$ cat src/rtl/bcd_scan_pkg.sv
package bcd_scan_pkg;
  localparam int DIGITS  = 4;
  localparam int DIGIT_W = 4;
  localparam int WORD_W  = DIGITS * DIGIT_W;
  typedef logic [1:0] digit_idx_t;
endpackage

$ cat src/rtl/bcd_scan_sync.sv
module bcd_scan_sync #(
  parameter int W = 4
) (
  input  logic         clk,
  input  logic         rst_n,
  input  logic [W-1:0] d,
  output logic [W-1:0] q
);
  logic [W-1:0] meta_q;
  logic [W-1:0] sync_q;

  always_ff @(posedge clk or negedge rst_n) begin
    if (!rst_n) begin
      meta_q <= '0;
      sync_q <= '0;
    end else begin
      meta_q <= d;
      sync_q <= meta_q;
    end
  end

  assign q = sync_q;
endmodule

$ cat src/rtl/bcd_scan_seq.sv
module bcd_scan_seq
  import bcd_scan_pkg::*;
#(
  parameter int SETTLE_W = 8
) (
  input  logic                clk,
  input  logic                rst_n,
  input  logic                enable,
  input  logic [SETTLE_W-1:0] settle_cycles,
  output logic [DIGITS-1:0]   strobe,
  output digit_idx_t          digit_idx,
  output logic                sample,
  output logic                last
);
  logic                run_q, run_d;
  digit_idx_t          idx_q, idx_d;
  logic [SETTLE_W-1:0] cnt_q, cnt_d;

  // sample in the final cycle of a slot; gated by enable so an abort drops it
  assign sample = run_q && enable && (cnt_q == settle_cycles);
  assign last   = sample && (idx_q == digit_idx_t'(DIGITS - 1));

  always_comb begin
    run_d = run_q;
    idx_d = idx_q;
    cnt_d = cnt_q;
    if (!enable) begin
      run_d = 1'b0;
      idx_d = '0;
      cnt_d = '0;
    end else if (!run_q) begin
      run_d = 1'b1;
      idx_d = '0;
      cnt_d = '0;
    end else if (sample) begin
      idx_d = idx_q + 2'd1;
      cnt_d = '0;
    end else begin
      cnt_d = cnt_q + 1'b1;
    end
  end

  always_ff @(posedge clk or negedge rst_n) begin
    if (!rst_n) begin
      run_q <= 1'b0;
      idx_q <= '0;
      cnt_q <= '0;
    end else begin
      run_q <= run_d;
      idx_q <= idx_d;
      cnt_q <= cnt_d;
    end
  end

  assign strobe    = run_q ? (DIGITS'(1) << idx_q) : '0;
  assign digit_idx = idx_q;
endmodule

$ cat src/rtl/bcd_scan_capture.sv
module bcd_scan_capture
  import bcd_scan_pkg::*;
#(
  parameter int NUM_BANKS = 2
) (
  input  logic                          clk,
  input  logic                          rst_n,
  input  logic                          sample,
  input  logic                          last,
  input  digit_idx_t                    digit_idx,
  input  logic [DIGIT_W*NUM_BANKS-1:0]  data,
  output logic [WORD_W*NUM_BANKS-1:0]   result,
  output logic                          commit_pulse
);
  localparam int SHADOW_W = WORD_W - DIGIT_W;

  logic commit_q;

  for (genvar b = 0; b < NUM_BANKS; b++) begin : g_bank
    logic [SHADOW_W-1:0] shadow_q, shadow_d;
    logic [WORD_W-1:0]   word_q;
    logic [DIGIT_W-1:0]  nib;

    assign nib = data[b*DIGIT_W +: DIGIT_W];

    always_comb begin
      shadow_d = shadow_q;
      case (digit_idx)
        2'd0:    shadow_d[3:0]  = nib;
        2'd1:    shadow_d[7:4]  = nib;
        2'd2:    shadow_d[11:8] = nib;
        default: shadow_d       = shadow_q;
      endcase
    end

    always_ff @(posedge clk or negedge rst_n) begin
      if (!rst_n) begin
        shadow_q <= '0;
        word_q   <= '0;
      end else begin
        if (sample && !last) shadow_q <= shadow_d;
        if (last)            word_q   <= {nib, shadow_q};
      end
    end

    assign result[b*WORD_W +: WORD_W] = word_q;
  end

  always_ff @(posedge clk or negedge rst_n) begin
    if (!rst_n) commit_q <= 1'b0;
    else        commit_q <= last;
  end

  assign commit_pulse = commit_q;
endmodule

$ cat src/rtl/bcd_switch_scanner.sv
module bcd_switch_scanner
  import bcd_scan_pkg::*;
#(
  parameter int NUM_BANKS = 2,
  parameter int SETTLE_W  = 8
) (
  input  logic                         clk,
  input  logic                         rst_n,
  input  logic                         enable,
  input  logic [SETTLE_W-1:0]          settle_cycles,
  input  logic                         status_clr,
  input  logic [DIGIT_W*NUM_BANKS-1:0] sw_data,
  output logic [DIGITS-1:0]            strobe,
  output logic [WORD_W*NUM_BANKS-1:0]  result,
  output logic                         scan_done,
  output logic                         done_sticky
);
  localparam int DATA_W = DIGIT_W * NUM_BANKS;

  logic [DATA_W-1:0] data_sync;
  digit_idx_t        digit_idx;
  logic              sample, last;
  logic              sticky_q, sticky_d;

  bcd_scan_sync #(.W(DATA_W)) sync_i (
    .clk(clk), .rst_n(rst_n), .d(sw_data), .q(data_sync)
  );

  bcd_scan_seq #(.SETTLE_W(SETTLE_W)) seq_i (
    .clk(clk), .rst_n(rst_n), .enable(enable), .settle_cycles(settle_cycles),
    .strobe(strobe), .digit_idx(digit_idx), .sample(sample), .last(last)
  );

  bcd_scan_capture #(.NUM_BANKS(NUM_BANKS)) cap_i (
    .clk(clk), .rst_n(rst_n), .sample(sample), .last(last),
    .digit_idx(digit_idx), .data(data_sync), .result(result),
    .commit_pulse(scan_done)
  );

  always_comb begin
    sticky_d = sticky_q;
    if (last)            sticky_d = 1'b1;
    else if (status_clr) sticky_d = 1'b0;
  end

  always_ff @(posedge clk or negedge rst_n) begin
    if (!rst_n) sticky_q <= 1'b0;
    else        sticky_q <= sticky_d;
  end

  assign done_sticky = sticky_q;
endmodule

$ cat config.mk
export PLATFORM = sky130hd
export DESIGN_NAME = bcd_switch_scanner
export DESIGN_NICKNAME = d
export VERILOG_FILES = /design/src/rtl/bcd_scan_pkg.sv /design/src/rtl/bcd_scan_sync.sv /design/src/rtl/bcd_scan_seq.sv /design/src/rtl/bcd_scan_capture.sv /design/src/rtl/bcd_switch_scanner.sv
export SDC_FILE = /design/constraint.sdc
export NUM_CORES = 1
export LEC_CHECK = 0
export BUFFER_PORTS_ARGS = -buffer_cell sky130_fd_sc_hd__buf_4
export CAP_MARGIN = 20
export CELL_PAD_IN_SITES_DETAIL_PLACEMENT = 2
export CELL_PAD_IN_SITES_GLOBAL_PLACEMENT = 2
export CORE_MARGIN = 8
export CORE_UTILIZATION = 25
export CTS_BUF_LIST = sky130_fd_sc_hd__clkbuf_4
export DETAILED_ROUTE_END_ITERATION = 10
export PLACE_DENSITY = 0.59
export REMOVE_ABC_BUFFERS = 1
export SETUP_SLACK_MARGIN = 0.05
export SYNTH_ARGS = -nofsm -noshare
export SYNTH_HDL_FRONTEND = slang
export SYNTH_SLANG_ARGS = --single-unit
$ cat constraint.sdc
create_clock -name clk -period 2.8 [get_ports clk]
set_input_delay 0.14 -clock clk [delete_from_list [all_inputs] [get_ports clk]]
set_output_delay 0.14 -clock clk [all_outputs]
set_load 0.01 [all_outputs]
==> reports/results.ini <==
[run_status]
status=finished, final reports clean

[synthesis]
syn_area_um2=3250
avgSynthCellArea_um2=15.5
ys_ff_latch=85
ys_seq_area_share_pct=65.5
yosys_warnings=0
ys_types=22
synthCells=209

[critical_path]
r2r_end=cap_i.g_bank[0].word_q[4]
critical_path_class=reg2reg
path_delay_family=flip-flops
cp.required_ns=3.14
start_kind=flip-flop
cp_slowest_cell=dfrtp_1
cp_data_arrival_time_ns=2.41
ff2ff_setup_slack_ns=0.72
cp.buffers_inverters=1
endpoint_kind=flip-flop
critPathMaxFanout=34
max_stage_delay_ns=0.45
reg2regPathDepth=5
r2r_start=seq_i.cnt_q[6]
cp_cell_sequence=xnor2_1, nand4_1, nor3_4, buf_4, mux2_2

[global_routing]
grt_pass1_vias=2233
antenna_found_initial=2
grt_pass1_wl_um=12200
grt_max_degree=86
grt_use_total_pct=9.73
grt_overflow=0

[drt]
drtIter0Drc=70
routed_via_density=4.20
ant_nets=0
routed_wl_um=7280
vias=1942
drc_errors=0
wl_per_cell_um=15.7
dr.pass1.iters=4

[clocking]
cts_resized=0
clock_latency_ns=0.44
cts-root-buf=clkbuf_4
cts_sinks=85
path_clk_slew_ns=0.13
clock_path_buffers=2
cts_tree=built
cts.htree.levels=3
cts_made_buffers=9

[worst_hold_path]
hold_class=in2async

[placement]
portBuffers=57
place_hpwl_um=4930
gp_congestion=0.713

[floorplanning]
die_x_um=130
core_um2=12700
dieHeight_um=130
start_util_pct=25.6
pin_count=58
die_area_um2=16900
rows=41

[power_and_ir_drop]
pwr_density_cell_nw_per_um2=466
leakage_nw=2.04
ir_drop_uv=145

[sta]
slew_violations=0
timing.slew.headroom_pct=65.8
hold_viol_final=0
fmax_mhz=482
finalClockSkew_ns=0.00907
period_needed_ns=2.08
tns_ns=0
fin_crit_sh_pct=74.2
whs_ns=0.187
rsz0062_at_grt=false
setup_violations=0
worstMarginPinSlew_ns=0.512

[cells_and_area]
syn_to_final_growth_pct=25.8
layout-drive-gt1-share_pct=44.1
finalNetCount=310
fill_cells=1337

[job]
maxCapViolations=0

[Yosys cell counts]
cell / n / share of area [%]
nand2_1: 1 / 0.12
ha_1: 5 / 1.9
nor3b_1: 3 / 0.69
nand3_2: 3 / 0.92
nor3_4: 1 / 0.50
nand4_1: 2 / 0.39
a21o_1: 2 / 0.46
o21ai_0: 2 / 0.31
buf_6: 3 / 1.0
inv_1: 4 / 0.46
buf_2: 2 / 0.31
nand3_1: 8 / 1.2
nor2_1: 8 / 0.92
and2_1: 4 / 0.77
mux2_1: 2 / 0.69
a21oi_1: 2 / 0.31
xor2_1: 5 / 1.3
xnor2_1: 9 / 2.4
and3_1: 2 / 0.39
dfrtp_1: 85 / 66
and4_1: 2 / 0.54
mux2_2: 54 / 19
[power breakdown]
part           leakage, nW  internal (mW)  switching (mW)
combinational        0.842         0.0424          0.0446
sequential            1.15           1.24          0.0129
clock               0.0516          0.160           0.399
total                 2.04           1.45           0.456
[sequential cells by signal, summed over array words and instances (netlist names)]
register               flops
sync_i.meta_q              8
seq_i.digit_idx            2
cap_i.commit_pulse         1
seq_i.cnt_q                8
cap_i.g_bank.word_q       32
sync_i.q                   8
done_sticky                1
seq_i.run_q                1
cap_i.g_bank.shadow_q     24
[cell type report]
class	count	area, µm²	share of cell area (%)
diodes	2	5.00	0.123
well taps	172	215	5.27
flip-flops and latches	85	2130	52.1
repair buffers	70	573	14.0
inverters	4	15.0	0.368
multi-input cells	115	1060	26.0
clock buffers	9	67.6	1.65
clock inverters	5	20.0	0.490
[worst max-delay path by stage]
stage	from	to	slack [ns]	depth (start not counted)
final	seq_i.cnt_q[6]	cap_i.g_bank[0].word_q[4]	0.72	5
after global routing	seq_i.cnt_q[6]	cap_i.g_bank[1].word_q[2]	0.57	5
after CTS	seq_i.cnt_q[6]	cap_i.g_bank[0].word_q[4]	0.67	5
after detailed placement	seq_i.cnt_q[6]	cap_i.g_bank[0].word_q[4]	0.69	5
after global placement	seq_i.cnt_q[6]	cap_i.g_bank[1].word_q[12]	0.74	5
after floorplan	seq_i.cnt_q[5]	cap_i.g_bank[0].word_q[0]	0.60	4
[cells by family after synthesis]
group | synth area share (%)
AOI/OAI and AO/OA | 1.08
and+or+nand+nor | 6.47
xor gates and xnor gates | 3.78
adders and majority gates | 1.93
muxes | 19.4
buffers and inverters | 1.81
DFF | 65.5
[per-stage QoR]
stage / power (mW) / instance area [µm²] / setup slack (ns) / instances / util, %
6_report: 1.90 / 4080 / 0.723 / 462 / 32.2
5_1_grt: 2.01 / 4080 / 0.567 / 462 / 32.2
4_1_cts: 1.95 / 4050 / 0.669 / 459 / 32.0
3_5_place_dp: 1.36 / 3850 / 0.691 / 434 / 30.4
3_3_place_gp: 1.35 / 3850 / 0.742 / 434 / 30.4
2_1_floorplan: 1.30 / 3200 / 0.596 / 204 / -
[metal layers]
layer / track usage, % / vias to the layer above / part of all wire [%] / routed length (µm)
li1: - / 879 / - / -
met1: 11.1 / 1006 / 42 / 3070
met2: 15.7 / 43 / 50 / 3610
met3: 4.28 / 14 / 6.5 / 473
met4: 4.10 / 0 / 1.7 / 125
met5: 0 / - / 0 / 0
[timing repair]
item,CTS,global route
setup endpoints to repair,0,0
hold buffers,11,0
setup buffers,0,0
endpoints found under the hold margin,95,0
[layout by cell type, fill, tap and decap left out, types with 3 or more instances in the layout]
cell,instances
and2_1,4
buf_4,58
clkbuf_4,9
clkinv_1,4
dfrtp_1,85
dlygate4sd3_1,11
ha_1,5
inv_1,4
mux2_2,54
nand3_1,8
nand3_2,3
nor2_1,8
nor3b_1,3
xnor2_1,9
xor2_1,5
Note: power is estimated with default switching activity, not from simulation.
